<file path="config.mk">
export PLATFORM = sky130hd
export DESIGN_NAME = clkfrac_top
export DESIGN_NICKNAME = d
export VERILOG_FILES = /design/src/rtl/clkfrac_pkg.sv /design/src/rtl/clkfrac_regs.sv /design/src/rtl/clkfrac_lane.sv /design/src/rtl/clkfrac_top.sv
export SDC_FILE = /design/constraint.sdc
export NUM_CORES = 1
export LEC_CHECK = 0
export ABC_CLOCK_PERIOD_IN_PS = 2290
export CORE_ASPECT_RATIO = 1.75
export CORE_UTILIZATION = 44
export DETAILED_ROUTE_END_ITERATION = 16
export GPL_ROUTABILITY_DRIVEN = 0
export PLACE_DENSITY_LB_ADDON = 0.2
export SYNTH_ARGS = -nofsm -noshare
export SYNTH_HDL_FRONTEND = slang
export SYNTH_SLANG_ARGS = --single-unit
</file>
<file path="constraint.sdc">
create_clock -name clk -period 2.29 [get_ports clk]
set_input_delay 0.229 -clock clk [delete_from_list [all_inputs] [get_ports clk]]
set_output_delay 0.229 -clock clk [all_outputs]
set_load 0.01 [all_outputs]
</file>
<file path="src/rtl/clkfrac_pkg.sv">
package clkfrac_pkg;
    localparam int FIELD_W     = 5;
    localparam int ADDR_W      = 12;
    localparam int DATA_W      = 32;
    localparam int KICK_BIT    = 31;
    localparam int LANE_STRIDE = 8;
    localparam logic [ADDR_W-1:0] CTRL_OFS = 12'h808;
    localparam logic [ADDR_W-1:0] UPD_OFS  = 12'h804;
endpackage

</file>
<file path="src/rtl/clkfrac_regs.sv">
module clkfrac_regs
    import clkfrac_pkg::*;
#(
    parameter int N_OUT   = 2,
    parameter int FW      = FIELD_W,
    parameter int AW      = ADDR_W,
    parameter int DW      = DATA_W,
    parameter int KBIT    = KICK_BIT,
    parameter int STRIDE  = LANE_STRIDE,
    parameter logic [AW-1:0] CTRL_A = CTRL_OFS,
    parameter logic [AW-1:0] UPD_A  = UPD_OFS
) (
    input  logic                        clk,
    input  logic                        rst_n,
    input  logic                        wr_i,
    input  logic [AW-1:0]               addr_i,
    input  logic [DW-1:0]               wdata_i,
    output logic [DW-1:0]               rdata_o,
    output logic [N_OUT-1:0][FW-1:0]    work_o,
    output logic                        win_end_o
);
    typedef struct packed {
        logic [N_OUT-1:0][FW-1:0] pend;
        logic [N_OUT-1:0][FW-1:0] work;
        logic                     kick;
        logic [FW-1:0]            pos;
    } regs_t;

    regs_t s_d, s_q;
    logic  ctrl_wr, upd_wr, boundary;
    logic  unused_wdata;

    assign unused_wdata = ^wdata_i;

    always_comb begin
        s_d      = s_q;
        s_d.pos  = s_q.pos + 1'b1;
        boundary = (s_q.pos == '1);
        ctrl_wr  = wr_i && (addr_i == CTRL_A);
        upd_wr   = wr_i && (addr_i == UPD_A);
        if (ctrl_wr && !s_q.kick) begin
            for (int i = 0; i < N_OUT; i++) begin
                s_d.pend[i] = wdata_i[i*STRIDE +: FW];
            end
        end
        if (upd_wr && wdata_i[KBIT]) begin
            s_d.kick = 1'b1;
        end
        if (boundary && s_q.kick) begin
            s_d.work = s_q.pend;
            s_d.kick = 1'b0;
        end
    end

    always_ff @(posedge clk or negedge rst_n) begin
        if (!rst_n) begin
            s_q <= '0;
        end else begin
            s_q <= s_d;
        end
    end

    always_comb begin
        rdata_o = '0;
        if (addr_i == CTRL_A) begin
            for (int i = 0; i < N_OUT; i++) begin
                rdata_o[i*STRIDE +: FW] = s_q.pend[i];
            end
        end else if (addr_i == UPD_A) begin
            rdata_o[KBIT] = s_q.kick;
        end
    end

    assign work_o    = s_q.work;
    assign win_end_o = boundary;

    // flag drops only on the last cycle of a window
    a_r4_clear_on_edge: assert property (@(posedge clk) disable iff (!rst_n)
        $fell(s_q.kick) |-> ($past(s_q.pos) == '1));

    // working fields change only as a new window opens
    a_r4_work_window_stable: assert property (@(posedge clk) disable iff (!rst_n)
        (s_q.pos != '0) |-> $stable(s_q.work));

    // busy-time control writes are dropped
    a_r5_busy_write_ignored: assert property (@(posedge clk) disable iff (!rst_n)
        (ctrl_wr && s_q.kick) |=> (s_q.pend == $past(s_q.pend)));
endmodule

</file>
<file path="src/rtl/clkfrac_lane.sv">
module clkfrac_lane
    import clkfrac_pkg::*;
#(
    parameter int FW = FIELD_W
) (
    input  logic          clk,
    input  logic          rst_n,
    input  logic [FW-1:0] field_i,
    input  logic          win_end_i,
    output logic          gated_o,
    output logic          div_o
);
    localparam logic [FW:0] WIN_V = (FW+1)'(1) << FW;

    typedef struct packed {
        logic [FW-1:0] acc;
        logic          keep;
        logic          div;
    } lane_t;

    lane_t       s_d, s_q;
    logic [FW:0] mult, sum;
    logic        en_n_q;

    always_comb begin
        s_d      = s_q;
        mult     = WIN_V - {1'b0, field_i};
        sum      = {1'b0, s_q.acc} + mult;
        s_d.keep = sum[FW];
        s_d.acc  = win_end_i ? '0 : sum[FW-1:0];
        s_d.div  = s_q.keep ? ~s_q.div : s_q.div;
    end

    always_ff @(posedge clk or negedge rst_n) begin
        if (!rst_n) begin
            s_q <= '0;
        end else begin
            s_q <= s_d;
        end
    end

    always_ff @(negedge clk or negedge rst_n) begin
        if (!rst_n) begin
            en_n_q <= 1'b0;
        end else begin
            en_n_q <= s_q.keep;
        end
    end

    assign gated_o = clk & en_n_q;
    assign div_o   = s_q.div;

    // a zero field keeps every pulse
    a_r7_full_rate_keeps: assert property (@(posedge clk) disable iff (!rst_n)
        (field_i == '0) |=> s_q.keep);

    // the divider moves only on a kept pulse
    a_r8_div_follows_keep: assert property (@(posedge clk) disable iff (!rst_n)
        !$stable(s_q.div) |-> $past(s_q.keep));
endmodule

</file>
<file path="src/rtl/clkfrac_top.sv">
module clkfrac_top
    import clkfrac_pkg::*;
#(
    parameter int N_OUT = 2,
    parameter int FW    = FIELD_W,
    parameter int AW    = ADDR_W,
    parameter int DW    = DATA_W
) (
    input  logic             clk,
    input  logic             rst_n,
    input  logic             reg_wr,
    input  logic [AW-1:0]    reg_addr,
    input  logic [DW-1:0]    reg_wdata,
    output logic [DW-1:0]    reg_rdata,
    output logic [N_OUT-1:0] gated_clk,
    output logic [N_OUT-1:0] div_clk
);
    logic [N_OUT-1:0][FW-1:0] work;
    logic                     win_end;

    clkfrac_regs #(
        .N_OUT (N_OUT),
        .FW    (FW),
        .AW    (AW),
        .DW    (DW)
    ) u_regs (
        .clk       (clk),
        .rst_n     (rst_n),
        .wr_i      (reg_wr),
        .addr_i    (reg_addr),
        .wdata_i   (reg_wdata),
        .rdata_o   (reg_rdata),
        .work_o    (work),
        .win_end_o (win_end)
    );

    for (genvar g = 0; g < N_OUT; g++) begin : g_lane
        clkfrac_lane #(.FW(FW)) u_lane (
            .clk       (clk),
            .rst_n     (rst_n),
            .field_i   (work[g]),
            .win_end_i (win_end),
            .gated_o   (gated_clk[g]),
            .div_o     (div_clk[g])
        );
    end
endmodule

</file>
=== Word-level counts from Yosys, hierarchy flattened ===
Index checks and enable logic that the tools add are counted.

* Bits in registers: 42
* Output and inout port bits: 36
* Logic and storage cells: 41

* Add/sub/neg operators: 5
* Eq/ne operators: 3
* Muxes and demuxes: 8
* Bitwise logic cells: 4
* Reductions and logical operators: 7

{| class="wikitable"
|+ Operators with widths
! cell !! count
|-
| $eq A12 B12 Y1 const B || 2
|-
| $mux W5 || 4
|-
| $add A5 B6 Y6 || 2
|-
| $sub A6 B5 Y6 const A || 2
|-
| $add A5 B1 Y5 const B || 1
|-
| $eq A5 B5 Y1 const B || 1
|-
| $logic_and A1 B1 Y1 || 5
|-
| $mux W1 || 4
|-
| $and A1 B1 Y1 || 2
|-
| $not A1 Y1 || 2
|-
| $reduce_bool A2 Y1 || 1
|-
| $logic_not A1 Y1 || 1
|}

=== Depth between registers and ports, before layout ===
Gate-level depths: netlist of run 1.

* Depth in word-level cells: 5
* Gate-level depth with buffers: 7

=== Cells and area by module ===
Synthesis of run 1 repeated with hierarchy kept, for this count alone.

* Cell total of the unflattened synthesis: 193
* Area total of the unflattened synthesis: 2208.4 µm²

{| class="wikitable"
|+ By module, submodules not included
! module !! instances !! cells an instance !! area an instance (µm²) !! seq. area each (µm²)
|-
| clkfrac_regs || 1 || 109 || 1355.0 || 650.6
|-
| clkfrac_lane || 2 || 42 || 426.7 || 200.2
|}

==> results of run 1 <==
cells by family (layout without fill, tap and decap cells):
| group | Yosys count | after routing |
|---|---|---|
| other | 1 | 21 |
| multiplexers | 20 | 20 |
| AO/OA/AOI/OAI | 15 | 15 |
| AND/OR/NAND/NOR | 46 | 46 |
| flip-flops | 42 | 42 |
| XOR/XNOR | 4 | 4 |
| buffers and inverters | 46 | 76 |
| adder cells (fa/ha/maj) | 14 | 14 |
metrics by stage:
step	hold WS [ns]	worst slack (ns)	power, mW
CTS	0.307	-0.126	1.86
detailed placement	0.195	-0.0877	1.15
global placement	0.193	-0.0652	1.14
finish	0.299	-0.113	1.84
floorplan	-0.0666	0.345	1.07
global route	0.331	-0.157	1.94
report_power, final:
part,switching (mW),total [mW],internal (mW),leakage (nW)
registers,0.0243,0.819,0.795,0.555
logic,0.0918,0.205,0.113,0.772
clock network,0.313,0.812,0.499,0.101
how the worst min path moves through the flow:
stage / startpoint / to / slack (ns) / depth (start not counted)
2_1_floorplan: rst_n / g_lane[0].u_lane.div_o / -0.07 / 0
3_3_place_gp: rst_n / g_lane[0].u_lane.s_q[1] / 0.19 / 1
3_5_place_dp: rst_n / g_lane[0].u_lane.s_q[6] / 0.20 / 1
4_1_cts: rst_n / g_lane[0].u_lane.s_q[6] / 0.31 / 2
5_1_grt: rst_n / g_lane[0].u_lane.s_q[1] / 0.33 / 2
6_report: rst_n / g_lane[0].u_lane.s_q[1] / 0.30 / 2
area by class of cell:
cell class                 count  area, sq um  share of cell area
multi-input combinational    120          952               0.347
sequential                    42         1050               0.383
inverter                      18         67.6              0.0246
timing repair buffer          43          429               0.156
tap                           52         65.1              0.0237
clock buffer                  15          179              0.0652
synthesized netlist by cell type:
| master | count | area share |
|---|---|---|
| dfrtp_1 | 40 | 0.45 |
| buf_4 | 25 | 0.085 |
| inv_1 | 18 | 0.031 |
| and2_1 | 12 | 0.034 |
| ha_1 | 12 | 0.068 |
| mux2_2 | 10 | 0.051 |
| mux2_4 | 10 | 0.068 |
| nor2b_1 | 9 | 0.026 |
| nor2_1 | 7 | 0.012 |
| o21ai_0 | 7 | 0.016 |
| and3_1 | 3 | 0.0085 |
| nand3_1 | 3 | 0.0068 |
| xor2_1 | 3 | 0.012 |
| a211oi_1 | 2 | 0.0068 |
| a21oi_1 | 2 | 0.0045 |
| clkbuf_1 | 2 | 0.0034 |
| dfrtn_1 | 2 | 0.023 |
| fa_1 | 2 | 0.018 |
| nand2b_1 | 2 | 0.0057 |
| nor3_1 | 2 | 0.0045 |
| nor3b_1 | 2 | 0.0068 |
| o21a_1 | 2 | 0.0068 |
| o31a_1 | 2 | 0.0080 |
| and2_4 | 1 | 0.0040 |
| and4_1 | 1 | 0.0040 |
| buf_12 | 1 | 0.0091 |
| conb_1 | 1 | 0.0017 |
| nand2_1 | 1 | 0.0017 |
| nand4_1 | 1 | 0.0028 |
| nor4_2 | 1 | 0.0057 |
| nor4b_2 | 1 | 0.0068 |
| xnor2_1 | 1 | 0.0040 |
layer usage:
layer	global-route usage	wire [um]	share of wire
met5	0	0	0
met4	0.117	63	0.017
met1	0.166	1510	0.41
met2	0.287	1900	0.52
met3	0.0597	204	0.056
flip-flops by register name, summed over array words and instances (netlist names):
name / flops
g_lane.u_lane.en_n_q: 2
g_lane.u_lane.div_o: 2
u_regs.s_q: 16
g_lane.u_lane.s_q: 12
u_regs.work_o: 10
worst register-to-register path: cells and delay by family, from the launching register on:
kind                       cells  cell delay [ns]
adders and majority gates      2             0.44
DFF                            1             0.40
muxes                          1             0.39
and+or+nand+nor                2             0.57
repair_timing:
action | in CTS | in global routing
gates resized for setup | 12 | 8
hold endpoints to repair | 16 | 0
hold buffers | 1 | 0
pin swaps | 3 | 4
setup endpoints to repair | 8 | 10
==> out/qor.yml, run 1 <==
status: "finished, violations left"
violations: "setup timing"
path_delay_family: "flip-flops"
synth_cell_types: 32
slew_viol_final: 0
cts.clk_slew.worst_paths_ns: 0.07
antenna_cells: 0
crit_path_start_kind: "register"
cp-end-kind: "output pin"
synth_compound_area_frac: 0.0420
r2r_end: "u_regs.work_o[0]"
cts_setup_buffers: 0
powerDensity_mw_per_mm2: 669
drc: 0
grt_use_total: 0.167
slowest_delay_ns: 0.38
setup.worst_path.class: "reg -> out"
num_io_pins: 83
stdcell_area_sq_mm: 0.00274
routedWlPerCell_um: 12.7
dpl_cell_area_sq_mm: 0.00255
antenna_left: 0
die_x_um: 55.5
hold_class: "in -> async"
path_depth: 2
fillers: 420
row_count: 33
netlist_area_sq_mm: 0.00220
clkLatencyLatePin_ns: 0.41
drt_iter0_markers: 25
fin_ws_ns: -0.113
irDropWorstVdd_mv: 0.512
final_cell_mix: "40 x dfrtp_1, 27 x clkdlybuf4s50_1, 21 x conb_1, 18 x inv_1"
maxCapViolCount: 0
drive_gt1_frac: 0.176
grt_max_degree: 25
rsz0062_at_grt: "true"
final_util: 0.578
start_util: 0.464
crit_end: "gated_clk[1]"
r2r_slack_ns: 0.38
dpl.hpwl_um: 2640
final_common_cell: "dfrtp_1"
cts_tree: "built"
place_inst: 276
synth-seq-cells: 42
synth_mux_area_frac: 0.119
nNetsFinal: 297
setup_viol: 4
vias: 1414
crit_start: "g_lane[1].u_lane.en_n_q"
rr_worst_depth: 5
die_h_um: 95.6
synth-xor-area-share: 0.0159
hold_viol: 0
grt_overflow: 0
synth_top_family_by_area: "simple AND/OR/NAND/NOR gates"
yosys.area_share.adder: 0.0864
antenna_found_initial: 0
synthSimpleGateAreaFrac: 0.129
first_pass_iters: 4
first_global_vias: 1510
die_area_sq_mm: 0.00530
crit_buf_inv: 1
syn-mean-instance-area_sq_um: 11.7
rr_startpoint: "u_regs.s_q[0]"
synthToLayoutAreaGrowth_pct: 24.6
slowest_stage: "dfrtn_1"
grt_pass1_wl_um: 6470
finClkSkew_ns: 0.0183
io_buffers: 40
required_ns: 2.06
tns_ns: -0.221
syn_inst: 188
viasPerCell: 4.88
worstPathArrival_ns: 2.17
totalWireLength_um: 3670
core_sq_mm: 0.00475
synth_warnings: 0
layout.cells.non_filler: 290
path_cells: "and2_1, buf_2"
p_leak_nw: 1.43
cp_max_fo: 1
synth-seq-area-share: 0.477
(Power assumes the default switching activity.)
==> run 2: changes to the inputs <==
- CORE_ASPECT_RATIO: 1.75 -> not set
==> out/qor.yml, run 2 (synthesized netlist as in run 1, its figures left out) <==
status: "finished, violations left"
violations: "setup timing"
p_int_mw: 1.54  # +9.3%
antenna_found_initial: 0  # unchanged
r2r_slack_ns: 0.44  # +0.06 ns
layout.cells.non_filler: 304  # +4.8%
antenna_cells: 0  # unchanged
crit_path_start_kind: "register"
place_inst: 290  # +5.1%
cp-end-kind: "output pin"
worstPathArrival_ns: 2.17  # about the same
tns_ns: -0.206  # +0.0154 ns
grt_max_degree: 25  # unchanged
io_buffers: 40  # unchanged
cts_tree: "built"
irDropWorstVdd_mv: 0.425  # -17%
die_x_um: 72.7  # +31%
synthToLayoutAreaGrowth_pct: 25.7
fin_ws_ns: -0.107  # +0.00582 ns
setup.worst_path.class: "reg -> out"
crit_end: "gated_clk[1]"
top_register: "u_regs.s_q"
totalWireLength_um: 3300  # -10%
switching_share: 0.222  # -0.0117
rr_startpoint: "u_regs.s_q[0]"
routedWlPerCell_um: 10.8  # -14%
final_common_cell: "dfrtp_1"
row_count: 25  # -24%
grt_use_total: 0.145  # -0.0215
required_ns: 2.06  # about the same
cts_setup_buffers: 0  # unchanged
cp_max_fo: 1  # unchanged
p_seq_frac: 0.414  # -0.032
core_sq_mm: 0.00475  # +0.13%
drive_gt1_frac: 0.173  # -0.00347
cts.clk_slew.worst_paths_ns: 0.09  # +0.02 ns
rr_worst_depth: 5  # unchanged
grt_pass1_wl_um: 5550  # -14%
rsz0062_at_grt: "true"
largest_register_ffs: 16  # unchanged
vias: 1357  # -4.0%
viasPerCell: 4.46  # -8.5%
slew_viol_final: 0  # unchanged
clkLatencyLatePin_ns: 0.42  # about the same
drc: 0  # unchanged
first_global_vias: 1273  # -16%
powerDensity_mw_per_mm2: 714  # +6.8%
first_pass_iters: 4  # unchanged
switchingPower_uw: 439  # +2.3%
nNetsFinal: 296  # -0.34%
finClkSkew_ns: 0.0268  # +0.00855 ns
p_leak_nw: 1.35  # -5.1%
setup_viol: 4  # unchanged
dpl.hpwl_um: 2480  # -6.2%
maxCapViolCount: 0  # unchanged
final_cell_mix: "40 x dfrtp_1, 34 x clkdlybuf4s50_1, 21 x conb_1, 18 x inv_1"
combinationalPowerShare: 0.102  # -0.010
die_h_um: 72.7  # -24%
start_util: 0.463  # -0.000610
hold_viol: 0  # unchanged
hold_class: "in -> async"
die_area_sq_mm: 0.00529  # -0.20%
crit_start: "g_lane[1].u_lane.en_n_q"
grt_overflow: 0  # unchanged
antenna_left: 0  # unchanged
power_frac_clock: 0.484  # +0.042
num_io_pins: 83  # unchanged
drt_iter0_markers: 48  # +92%
r2r_end: "u_regs.work_o[7]"
[run 2: cell types whose count changed in the layout (fill, tap and decap cells not counted), sizes merged]
| cell | delta |
|---|---|
| bufinv | +2 |
| dlymetal6s2s | -3 |
| clkdlybuf4s50 | +7 |
| clkinv | +1 |
| clkbuf | -3 |
| buf | -1 |
| dlygate4sd2 | -4 |
[run 2: worst min path at each step]
stage	endpoint	slack [ns]
6_report	g_lane[0].u_lane.div_o	0.28
5_1_grt	g_lane[1].u_lane.s_q[6]	0.33
4_1_cts	g_lane[0].u_lane.div_o	0.30
3_5_place_dp	g_lane[0].u_lane.div_o	0.20
3_3_place_gp	g_lane[0].u_lane.div_o	0.20
2_1_floorplan	g_lane[0].u_lane.div_o	-0.07
[run 2: layout make-up]
class,count,area [sq um]
fillers,424,1990
well taps,67,83.8
clock buffers,12,138
repair buffers,42,415
multi-input cells,120,943
flip-flops and latches,42,1050
inverters,18,67.6
clock inverters,3,68.8
[run 2: through the flow]
step | instance area [sq um] | util | power, mW | hold slack [ns] | setup slack [ns]
detailed placement | 2560 | 0.539 | 1.15 | 0.202 | -0.0732
CTS | 2760 | 0.581 | 2.02 | 0.305 | -0.124
global route | 2770 | 0.582 | 2.08 | 0.330 | -0.147
finish | 2770 | 0.582 | 1.98 | 0.283 | -0.107
global placement | 2560 | 0.539 | 1.14 | 0.204 | -0.0664
floorplan | 2280 | - | 1.07 | -0.0666 | 0.345
[run 2: power groups by stage]
stage	clock (mW)	combinational (mW)	sequential [mW]
after CTS	0.989	0.206	0.820
after floorplan	0.0933	0.150	0.830
after global routing	1.02	0.232	0.826
after global placement	0.109	0.199	0.834
after detailed placement	0.109	0.203	0.836
final	0.956	0.202	0.819
[run 2: repair_timing]
action / in CTS / in global routing
pin swaps: 1 / 2
resized for setup: 8 / 3
endpoints found under the hold margin: 16 / 0
setup endpoints to repair: 4 / 12
hold buffers: 1 / 0
[run 2: routing by layer]
layer	share of wire	up-vias	track usage	wire, um
met5	0	-	0	0
met4	0.021	0	0.0937	70
met3	0.059	6	0.0552	193
met2	0.45	48	0.216	1500
met1	0.47	631	0.177	1540
li1	-	672	-	-
[run 2: critical path, cell delays in order (launching register included)]
cell     delay, ns
dfrtn_1       0.38
and2_1        0.10
buf_2         0.12
==> run 3: changes to the inputs <==
- PLACE_DENSITY: not set -> 0.78
- PLACE_DENSITY_LB_ADDON: 0.2 -> not set
==> out/qor.yml, run 3 (synthesized netlist as in run 1, its figures left out) <==
status: "finished, violations left"
violations: "setup timing"
setup.worst_path.class: "reg -> out"
num_io_pins: 83  # unchanged
grt_pass1_wl_um: 6070  # +9.5%
crit_path_start_kind: "register"
hold_viol: 0  # unchanged
worstPathArrival_ns: 2.17  # about the same
crit_buf_inv: 1  # unchanged
vias: 1406  # +3.6%
tns_ns: -0.195  # +0.0103 ns
cts_setup_buffers: 0  # unchanged
first_global_vias: 1473  # +16%
cts_tree: "built"
rsz0062_at_grt: "true"
grt_max_degree: 32  # +28%
fin_ws_ns: -0.106  # +0.000978 ns
required_ns: 2.06  # about the same
slowest_stage: "dfrtn_1"
synthToLayoutAreaGrowth_pct: 24.5
antenna_left: 0  # unchanged
die_area_sq_mm: 0.00529  # unchanged
rr_startpoint: "u_regs.s_q[0]"
grt_use_total: 0.158  # +0.0128
path_cells: "and2_1, buf_2"
cp-end-kind: "output pin"
top_register: "u_regs.s_q"
drt_iter0_markers: 19  # -60%
antenna_cells: 0  # unchanged
slowest_delay_ns: 0.38  # about the same
drive_gt1_frac: 0.169  # -0.00422
final_cell_mix: "40 x dfrtp_1, 27 x clkdlybuf4s50_1, 21 x conb_1, 18 x inv_1"
cts.clk_slew.worst_paths_ns: 0.07  # -0.02 ns
routedWlPerCell_um: 11.1  # +2.1%
cp_max_fo: 1  # unchanged
die_x_um: 72.7  # unchanged
slew_viol_final: 0  # unchanged
first_pass_iters: 4  # unchanged
finClkSkew_ns: 0.0194  # -0.00736 ns
totalWireLength_um: 3370  # +2.1%
antenna_found_initial: 0  # unchanged
layout.cells.non_filler: 304  # unchanged
row_count: 25  # unchanged
hold_class: "in -> async"
place_inst: 290  # unchanged
die_h_um: 72.7  # unchanged
viasPerCell: 4.63  # +3.6%
p_leak_nw: 1.47  # +8.3%
setup_viol: 4  # unchanged
power_mw: 1.77  # -10%
core_sq_mm: 0.00475  # unchanged
irDropWorstVdd_mv: 0.323  # -24%
clkLatencyLatePin_ns: 0.41  # about the same
grt_overflow: 0  # unchanged
largest_register_ffs: 16  # unchanged
maxCapViolCount: 0  # unchanged
io_buffers: 40  # unchanged
final_common_cell: "dfrtp_1"
drc: 0  # unchanged
crit_start: "g_lane[1].u_lane.en_n_q"
start_util: 0.463  # unchanged
path_delay_family: "flip-flops"
powerDensity_mw_per_mm2: 646  # -9.6%
dpl.hpwl_um: 2450  # -1.2%
nNetsFinal: 296  # unchanged
## run 3: per-layer routing
| metal | wire length [um] | global-route usage | share of wire |
|---|---|---|---|
| met1 | 1450 | 0.176 | 0.43 |
| met2 | 1610 | 0.253 | 0.48 |
| met3 | 210 | 0.0539 | 0.062 |
| met4 | 95 | 0.113 | 0.028 |
| met5 | 0 | 0 | 0 |
## run 3: worst register-to-register path: stages, from the launching register on
cell and delay (ns):
dfrtp_1 0.39, ha_1 0.22, and3_1 0.18, ha_1 0.19, nand2_1 0.36, mux2_2 0.39
## run 3: final timing paths
| path | cells past startpoint | slack [ns] | to |
|---|---|---|---|
| setup reg to reg | 5 | 0.45 | u_regs.work_o[0] |
| hold / removal | 2 | 0.25 | g_lane[0].u_lane.div_o |
| max in group asynchronous | 2 | 0.78 | g_lane[1].u_lane.en_n_q |
| hold reg to reg | 1 | 0.45 | u_regs.s_q[0] |
| min in group clk | 3 | 0.41 | u_regs.s_q[5] |
| setup / recovery | 2 | -0.11 | gated_clk[1] |
## run 3: report_power, final
| part | internal, mW | total [mW] | leakage [nW] | switching (mW) |
|---|---|---|---|---|
| logic | 0.112 | 0.203 | 0.820 | 0.0907 |
| clock network | 0.438 | 0.750 | 0.0915 | 0.312 |
| registers | 0.795 | 0.818 | 0.555 | 0.0233 |
| total | 1.35 | 1.77 | 1.47 | 0.426 |
## run 3: cell type report
type / instances / area, sq um
timing repair buffer: 42 / 437
tap: 67 / 83.8
sequential: 42 / 1050
inverter: 18 / 67.6
clock buffer: 14 / 155
clock inverter: 1 / 5.00
fill: 385 / 2010
multi-input combinational: 120 / 943
## run 3: repair_timing
action                                 4_1_cts  5_1_grt
hold buffers                                 1        0
setup endpoints to repair                    4       14
endpoints found under the hold margin        9        0
pin swaps                                    1        2
gates resized for setup                      8       11
## run 3: stage by stage
step	hold WS, ns	area (sq um)	utilization	setup slack [ns]
global placement	0.129	2560	0.539	-0.0648
floorplan	-0.0666	2280	-	0.345
detailed placement	0.130	2560	0.539	-0.0770
finish	0.248	2740	0.577	-0.106
global route	0.264	2740	0.577	-0.156
CTS	0.244	2710	0.571	-0.121
